## config.mk

```make
export PLATFORM = sky130hd
export DESIGN_NAME = mii_rx_nibbler
export DESIGN_NICKNAME = d
export VERILOG_FILES = /design/src/rtl/mrx_pkg.sv /design/src/rtl/mrx_frame_hunt.sv /design/src/rtl/mrx_nib_pack.sv /design/src/rtl/mrx_mii_ctrl.sv /design/src/rtl/mii_rx_nibbler.sv
export SDC_FILE = /design/constraint.sdc
export NUM_CORES = 1
export LEC_CHECK = 0
export ABC_CLOCK_PERIOD_IN_PS = 1300
export BUFFER_PORTS_ARGS = -buffer_cell sky130_fd_sc_hd__buf_2
export CAP_MARGIN = 15
export CORE_MARGIN = 2
export CORE_UTILIZATION = 40
export DETAILED_ROUTE_END_ITERATION = 7
export PLACE_DENSITY = 0.64
export RECOVER_POWER = 100
export SLEW_MARGIN = 20
export SYNTH_ARGS = -nofsm -noshare
export SYNTH_HDL_FRONTEND = slang
export SYNTH_SLANG_ARGS = --single-unit
```

## constraint.sdc

```tcl
create_clock -name clk -period 1.3 [get_ports clk]
set_input_delay 0.26 -clock clk [delete_from_list [all_inputs] [get_ports clk]]
set_output_delay 0.26 -clock clk [all_outputs]
set_load 0.05 [all_outputs]
```

## src/rtl/mrx_pkg.sv

```systemverilog
package mrx_pkg;

  localparam int NIB_W = 4;
  localparam int SFD_W = 8;

  // serial delimiter, oldest bit at the MSB
  localparam logic [SFD_W-1:0] SFD_SER = 8'b1010_1011;
  localparam logic [NIB_W-1:0] NIB_PRE = 4'h5;
  localparam logic [NIB_W-1:0] NIB_SFD = 4'hD;

  typedef enum logic [2:0] {
    ST_IDLE,
    ST_PRE,
    ST_SFD2,
    ST_DATA,
    ST_TAIL
  } mrx_state_e;

  // keep the first 'fill' bits, force the rest to one
  function automatic logic [NIB_W-1:0] pad_ones(input logic [NIB_W-1:0] nib,
                                                input logic [1:0] fill);
    logic [NIB_W-1:0] r;
    for (int i = 0; i < NIB_W; i++) begin
      r[i] = (i < int'(fill)) ? nib[i] : 1'b1;
    end
    return r;
  endfunction

endpackage

```

## src/rtl/mrx_frame_hunt.sv

```systemverilog
module mrx_frame_hunt
  import mrx_pkg::*;
#(
  parameter int PRE_BITS = 4,
  localparam int CNT_W = (PRE_BITS > 1) ? $clog2(PRE_BITS) : 1
) (
  input  logic clk,
  input  logic rst_n,
  input  logic bit_vld,
  input  logic bit_dat,
  input  logic car_on,
  input  logic hunt,
  input  logic sr_clr,
  output logic pre_ok,
  output logic sfd_hit
);

  logic [CNT_W-1:0] alt_q, alt_n;
  logic [SFD_W-2:0] sr_q, sr_n;
  logic             bit_in;
  logic             want;

  assign bit_in = bit_vld && car_on;
  // an even count expects a one, an odd count a zero
  assign want   = ~alt_q[0];

  always_comb begin
    alt_n  = alt_q;
    pre_ok = 1'b0;
    if (!hunt || !car_on) begin
      alt_n = '0;
    end else if (bit_vld) begin
      if (bit_dat == want) begin
        if (alt_q == CNT_W'(PRE_BITS - 1)) begin
          pre_ok = 1'b1;
          alt_n  = '0;
        end else begin
          alt_n = alt_q + 1'b1;
        end
      end else begin
        alt_n = bit_dat ? CNT_W'(1) : '0;
      end
    end
  end

  always_comb begin
    sr_n = sr_q;
    if (sr_clr) begin
      sr_n = '0;
    end else if (bit_in) begin
      sr_n = {sr_q[SFD_W-3:0], bit_dat};
    end
  end

  assign sfd_hit = bit_in && !hunt && ({sr_q, bit_dat} == SFD_SER);

  always_ff @(posedge clk or negedge rst_n) begin
    if (!rst_n) begin
      alt_q <= '0;
      sr_q  <= '0;
    end else begin
      alt_q <= alt_n;
      sr_q  <= sr_n;
    end
  end

endmodule

```

## src/rtl/mrx_nib_pack.sv

```systemverilog
module mrx_nib_pack
  import mrx_pkg::*;
(
  input  logic             clk,
  input  logic             rst_n,
  input  logic             clr,
  input  logic             take,
  input  logic             bit_dat,
  output logic             nib_done,
  output logic [NIB_W-1:0] nib_full,
  output logic [2:0]       byte_cnt,
  output logic [NIB_W-1:0] pad_val
);

  logic [2:0]       cnt_q, cnt_n;
  logic [NIB_W-1:0] nib_q, nib_n;

  always_comb begin
    nib_full              = nib_q;
    nib_full[cnt_q[1:0]]  = bit_dat;
  end

  assign nib_done = take && (cnt_q[1:0] == 2'd3);
  assign byte_cnt = cnt_q;
  assign pad_val  = pad_ones(nib_q, cnt_q[1:0]);

  always_comb begin
    cnt_n = cnt_q;
    nib_n = nib_q;
    if (clr) begin
      cnt_n = '0;
    end else if (take) begin
      cnt_n = cnt_q + 3'd1;
      nib_n = nib_full;
    end
  end

  always_ff @(posedge clk or negedge rst_n) begin
    if (!rst_n) begin
      cnt_q <= '0;
      nib_q <= '0;
    end else begin
      cnt_q <= cnt_n;
      nib_q <= nib_n;
    end
  end

endmodule

```

## src/rtl/mrx_mii_ctrl.sv

```systemverilog
module mrx_mii_ctrl
  import mrx_pkg::*;
(
  input  logic             clk,
  input  logic             rst_n,
  input  logic             bit_vld,
  input  logic             car_on,
  input  logic             cfg_pass_pre,
  input  logic             cfg_crs_sync,
  input  logic             pre_ok,
  input  logic             sfd_hit,
  input  logic             nib_done,
  input  logic [NIB_W-1:0] nib_full,
  input  logic [2:0]       byte_cnt,
  input  logic [NIB_W-1:0] pad_val,
  output logic             hunt,
  output logic             sr_clr,
  output logic             asm_clr,
  output logic             take,
  output logic [NIB_W-1:0] rxd,
  output logic             rx_dv,
  output logic             crs
);

  mrx_state_e       st_q, st_n;
  logic [NIB_W-1:0] rxd_q, rxd_n;
  logic             dv_q, dv_n;
  logic             crs_q, crs_n;
  logic             need_pad;

  assign hunt     = (st_q == ST_IDLE);
  assign sr_clr   = hunt && !car_on;
  assign asm_clr  = hunt || ((st_q == ST_PRE) && sfd_hit);
  assign take     = !hunt && car_on && bit_vld;
  // 1..3 bits beyond the last whole byte
  assign need_pad = !byte_cnt[2] && (byte_cnt[1:0] != 2'd0);

  always_comb begin
    st_n  = st_q;
    rxd_n = rxd_q;
    dv_n  = dv_q;
    crs_n = crs_q;
    unique case (st_q)
      ST_IDLE: begin
        if (pre_ok) begin
          st_n  = ST_PRE;
          crs_n = 1'b1;
          if (cfg_pass_pre) begin
            dv_n  = 1'b1;
            rxd_n = NIB_PRE;
          end
        end
      end
      ST_PRE: begin
        if (!car_on) begin
          st_n  = ST_IDLE;
          crs_n = 1'b0;
          dv_n  = 1'b0;
          rxd_n = '0;
        end else if (sfd_hit) begin
          dv_n = 1'b1;
          if (cfg_pass_pre) begin
            rxd_n = NIB_SFD;
            st_n  = ST_DATA;
          end else begin
            rxd_n = NIB_PRE;
            st_n  = ST_SFD2;
          end
        end else if (nib_done && cfg_pass_pre) begin
          rxd_n = nib_full;
        end
      end
      ST_SFD2: begin
        rxd_n = NIB_SFD;
        st_n  = ST_DATA;
      end
      ST_DATA: begin
        if (!car_on) begin
          if (need_pad) begin
            st_n  = ST_TAIL;
            rxd_n = pad_val;
            if (!cfg_crs_sync) begin
              crs_n = 1'b0;
            end
          end else begin
            st_n  = ST_IDLE;
            crs_n = 1'b0;
            dv_n  = 1'b0;
            rxd_n = '0;
          end
        end else if (nib_done) begin
          rxd_n = nib_full;
        end
      end
      ST_TAIL: begin
        st_n  = ST_IDLE;
        crs_n = 1'b0;
        dv_n  = 1'b0;
        rxd_n = '0;
      end
      default: begin
        st_n  = ST_IDLE;
        crs_n = 1'b0;
        dv_n  = 1'b0;
        rxd_n = '0;
      end
    endcase
  end

  always_ff @(posedge clk or negedge rst_n) begin
    if (!rst_n) begin
      st_q  <= ST_IDLE;
      rxd_q <= '0;
      dv_q  <= 1'b0;
      crs_q <= 1'b0;
    end else begin
      st_q  <= st_n;
      rxd_q <= rxd_n;
      dv_q  <= dv_n;
      crs_q <= crs_n;
    end
  end

  assign rxd   = rxd_q;
  assign rx_dv = dv_q;
  assign crs   = crs_q;

endmodule

```

## src/rtl/mii_rx_nibbler.sv

```systemverilog
module mii_rx_nibbler
  import mrx_pkg::*;
#(
  parameter int PRE_BITS = 4
) (
  input  logic       clk,
  input  logic       rst_n,
  input  logic       bit_vld,
  input  logic       bit_dat,
  input  logic       car_on,
  input  logic       cfg_pass_pre,
  input  logic       cfg_crs_sync,
  output logic [3:0] rxd,
  output logic       rx_dv,
  output logic       crs
);

  logic [1:0]       rst_sync_q;
  logic             rst_int_n;
  logic             pre_ok, sfd_hit, hunt, sr_clr, asm_clr, take;
  logic             nib_done;
  logic [NIB_W-1:0] nib_full, pad_val;
  logic [2:0]       byte_cnt;

  // reset asserts at once, releases on a clock edge
  always_ff @(posedge clk or negedge rst_n) begin
    if (!rst_n) begin
      rst_sync_q <= '0;
    end else begin
      rst_sync_q <= {rst_sync_q[0], 1'b1};
    end
  end
  assign rst_int_n = rst_sync_q[1];

  mrx_frame_hunt #(.PRE_BITS(PRE_BITS)) u_hunt (
    .clk     (clk),
    .rst_n   (rst_int_n),
    .bit_vld (bit_vld),
    .bit_dat (bit_dat),
    .car_on  (car_on),
    .hunt    (hunt),
    .sr_clr  (sr_clr),
    .pre_ok  (pre_ok),
    .sfd_hit (sfd_hit)
  );

  mrx_nib_pack u_pack (
    .clk      (clk),
    .rst_n    (rst_int_n),
    .clr      (asm_clr),
    .take     (take),
    .bit_dat  (bit_dat),
    .nib_done (nib_done),
    .nib_full (nib_full),
    .byte_cnt (byte_cnt),
    .pad_val  (pad_val)
  );

  mrx_mii_ctrl u_ctrl (
    .clk          (clk),
    .rst_n        (rst_int_n),
    .bit_vld      (bit_vld),
    .car_on       (car_on),
    .cfg_pass_pre (cfg_pass_pre),
    .cfg_crs_sync (cfg_crs_sync),
    .pre_ok       (pre_ok),
    .sfd_hit      (sfd_hit),
    .nib_done     (nib_done),
    .nib_full     (nib_full),
    .byte_cnt     (byte_cnt),
    .pad_val      (pad_val),
    .hunt         (hunt),
    .sr_clr       (sr_clr),
    .asm_clr      (asm_clr),
    .take         (take),
    .rxd          (rxd),
    .rx_dv        (rx_dv),
    .crs          (crs)
  );

endmodule

```

==> metrics.cfg <==
[power_and_ir_drop]
sequentialPowerShare_pct=25.3
power_uw=5290
p_per_area_nw_per_um2=2150
internal_power_uw=3070
p_sw_share_pct=41.9
power.switching_uw=2220
pwr-share-clk_pct=9.3
leakage_uw=0.00112
p_comb_share_pct=65.3
irDropWorstVdd_mv=0.891

[clock_network]
clk_latency_ps=270
clock_path_buffers=2
cts_tree=done
clk_pin_slew_worst_paths_ps=100
htree_levels=1
cts-root-buf=clkbuf_8
cts_buffers=3
clock-sinks=27

[sta]
slew_headroom_pct=42.2
clock_skew_ps=5.30
timing_worst_slew_pin_value_ps=867
fin_ws_ps=-497
period_share_pct=138
hold_viol=0
period_needed_ps=1800
rsz0062_at_grt=true
setup_viol=16
fmax_ghz=0.557
report.final.slew_viol_count=0

[detailed_routing]
drc_errors=0
drtAntennaViolNets=0
vias_per_cell=5.54
drt_iter0_markers=82
wl_mm=4.61
wl_per_cell_um=16.3
via_count=1561
first_pass_iters=5

[synth]
yosysUniqueCellTypes=41
synth_edf_count=0
synth_area_per_cell_um2=9.39
synth_ff_type=dfrtp_1
synth_nets=181
synthCells=169
syn_area_um2=1590
async_flop_share_pct=100
yosysWarnings=0
ys_ff_latch=27
ys_seq_area_share_pct=42.6

[layout]
seq_area_um2=677
fin_nets=247
drive_gt1_share_pct=56.4
synthToLayoutAreaGrowth_pct=55.1
multi_input_area_um2=1090
nFillCells=305
fin_area_um2=2460
num_antenna_cells=0

[job]
drv_cap=0

[die]
rows=22
pin_count=13
core_um2=3740
fp.dieW_um=67.0
die-area_um2=4490
die_y_um=67.0
initial_core_util_pct=42.4

[placed_design]
globalplace.congestion=0.905
hpwl_mm=2.95
dpl-instance-area_um2=2080
numPortBuffers=12

[worst_hold_path]
hold_path.class=input port to asynchronous set/reset pin

[worst_setup_path]
cp.required_ps=1460
cp_max_fo=3
startpoint_type=flip-flop
cp-end-kind=flip-flop
criticalPathCategory=flip-flop to flip-flop
arrival_ps=1960

[run_status]
violations=setup timing
outcome=finished with violations

[grt]
grt_max_degree=19
grt_pass1_wl_mm=6.84
grt_pass1_vias=1517
grt_usage_pct=20.0
antenna_found_initial=0
grt-ovfl-total=0

==> worst paths after layout <==
kind | cells after the start | slack, ps | start | end
hold reg to reg | 1 | 330 | rst_sync_q[1]$_DFF_PN0_ | u_hunt.sr_q[5]$_DFFE_PN0P_
setup / recovery | 8 | -500 | u_pack.byte_cnt[0]$_DFFE_PN0P_ | u_ctrl.rxd[1]$_DFFE_PN0P_
max in group asynchronous | 1 | 260 | rst_sync_q[1]$_DFF_PN0_ | u_pack.byte_cnt[1]$_DFFE_PN0P_
min in group clk | 3 | 360 | car_on | u_ctrl.st_q[2]$_DFFE_PN0P_
hold / removal | 2 | 280 | rst_n | rst_sync_q[0]$_DFF_PN0_
setup reg to reg | 8 | -500 | u_pack.byte_cnt[0]$_DFFE_PN0P_ | u_ctrl.rxd[1]$_DFFE_PN0P_
==> power groups by stage <==
stage	Clock, uW	Sequential [uW]	Combinational, uW
2_1_floorplan	0	1590	1300
3_3_place_gp	0	1300	2440
3_5_place_dp	0	1320	2510
4_1_cts	515	1300	2710
5_1_grt	525	1370	3690
6_report	492	1340	3450
==> per-layer routing <==
metal,vias up,global-route usage (%),wire [um]
met5,-,0,0
met1,770,24.2,1860
met4,0,7.14,79
met3,10,2.70,191
li1,729,-,-
met2,52,36.0,2470
==> stage by stage <==
step	setup slack, ps	hold WS (ps)	std cells	utilization (%)	TNS [ps]
6_report	-497	283	282	65.7	-4100
3_5_place_dp	-497	47.9	266	55.5	-4770
2_1_floorplan	-411	-35.6	169	-	-1950
3_3_place_gp	-444	46.0	266	55.5	-4200
4_1_cts	-476	205	275	59.2	-4250
5_1_grt	-545	292	282	65.7	-5370
==> critical path, cell delays in order, from the launching register on <==
cell     delay (ps)
dfrtp_1         450
buf_4           160
buf_4           120
ha_1            250
mux2i_1         190
nor3_1           80
o21ai_2          70
o31ai_1         100
mux2_4          260
==> Yosys cell counts (2+ instances only) <==
master / instances / area share (%)
mux2_1: 2 / 1.4
a31oi_1: 4 / 1.6
nor4_1: 2 / 0.79
dfrtp_1: 27 / 43
a21oi_1: 7 / 2.2
nor3_1: 4 / 1.3
nand3b_1: 2 / 0.95
clkbuf_1: 3 / 0.71
nand3_1: 5 / 1.6
nor2_1: 6 / 1.4
buf_4: 3 / 1.4
ha_1: 5 / 3.9
o21ai_0: 14 / 4.4
mux2_2: 16 / 11
inv_1: 6 / 1.4
nand2_1: 33 / 7.8
buf_2: 3 / 0.95
nand2b_1: 4 / 1.6
==> what timing repair did <==
| item | in CTS | in global routing |
|---|---|---|
| pin swaps | 4 | 29 |
| gates cloned | 0 | 1 |
| setup buffers | 4 | 7 |
| hold buffers | 1 | 0 |
| setup endpoints to repair | 23 | 24 |
| endpoints found under the hold margin | 2 | 0 |
| resized for setup | 13 | 61 |
==> cell usage in the layout, fill, tap and decap left out, drive strengths merged, types with 6 or more instances in the layout <==
master | Yosys | routed
dfrtp | 27 | 27
buf | 6 | 60
nor3 | 6 | 6
mux2 | 19 | 19
nand2 | 33 | 33
a21oi | 7 | 7
inv | 6 | 6
o21ai | 16 | 16
clkbuf | 3 | 12
nor2 | 6 | 6
==> state kept, by name, summed over array words and instances, names as in the netlist <==
| register | flops |
|---|---|
| u_ctrl.rxd | 4 |
| u_pack.byte_cnt | 3 |
| u_ctrl.st_q | 3 |
| rst_sync_q | 2 |
| u_pack.nib_q | 4 |
| u_hunt.sr_q | 7 |
| u_ctrl.rx_dv | 1 |
| u_ctrl.crs | 1 |
| u_hunt.alt_q | 2 |
==> kinds of logic (layout without fill, tap and decap cells) <==
family	count (synthesis)	count (layout)	share of synthesized area, %
other	1	1	0.236
adder cells (fa/ha/maj)	5	5	3.94
AO/OA/AOI/OAI	34	34	12.7
XOR/XNOR	2	2	1.10
flip-flops	27	27	42.6
buffers and inverters	15	80	4.49
multiplexers	20	20	14.4
AND/OR/NAND/NOR	65	65	20.6
==> cell type report <==
cell class              instances  area share [%]
clock buffers                   3            1.68
clock inverters                 1           0.203
inverters                       6           0.915
multi-input cells             127            44.2
flip-flops and latches         27            27.5
well taps                      48            2.44
repair buffers                 70            23.1
No activity file was read; power rests on OpenSTA's default activity.
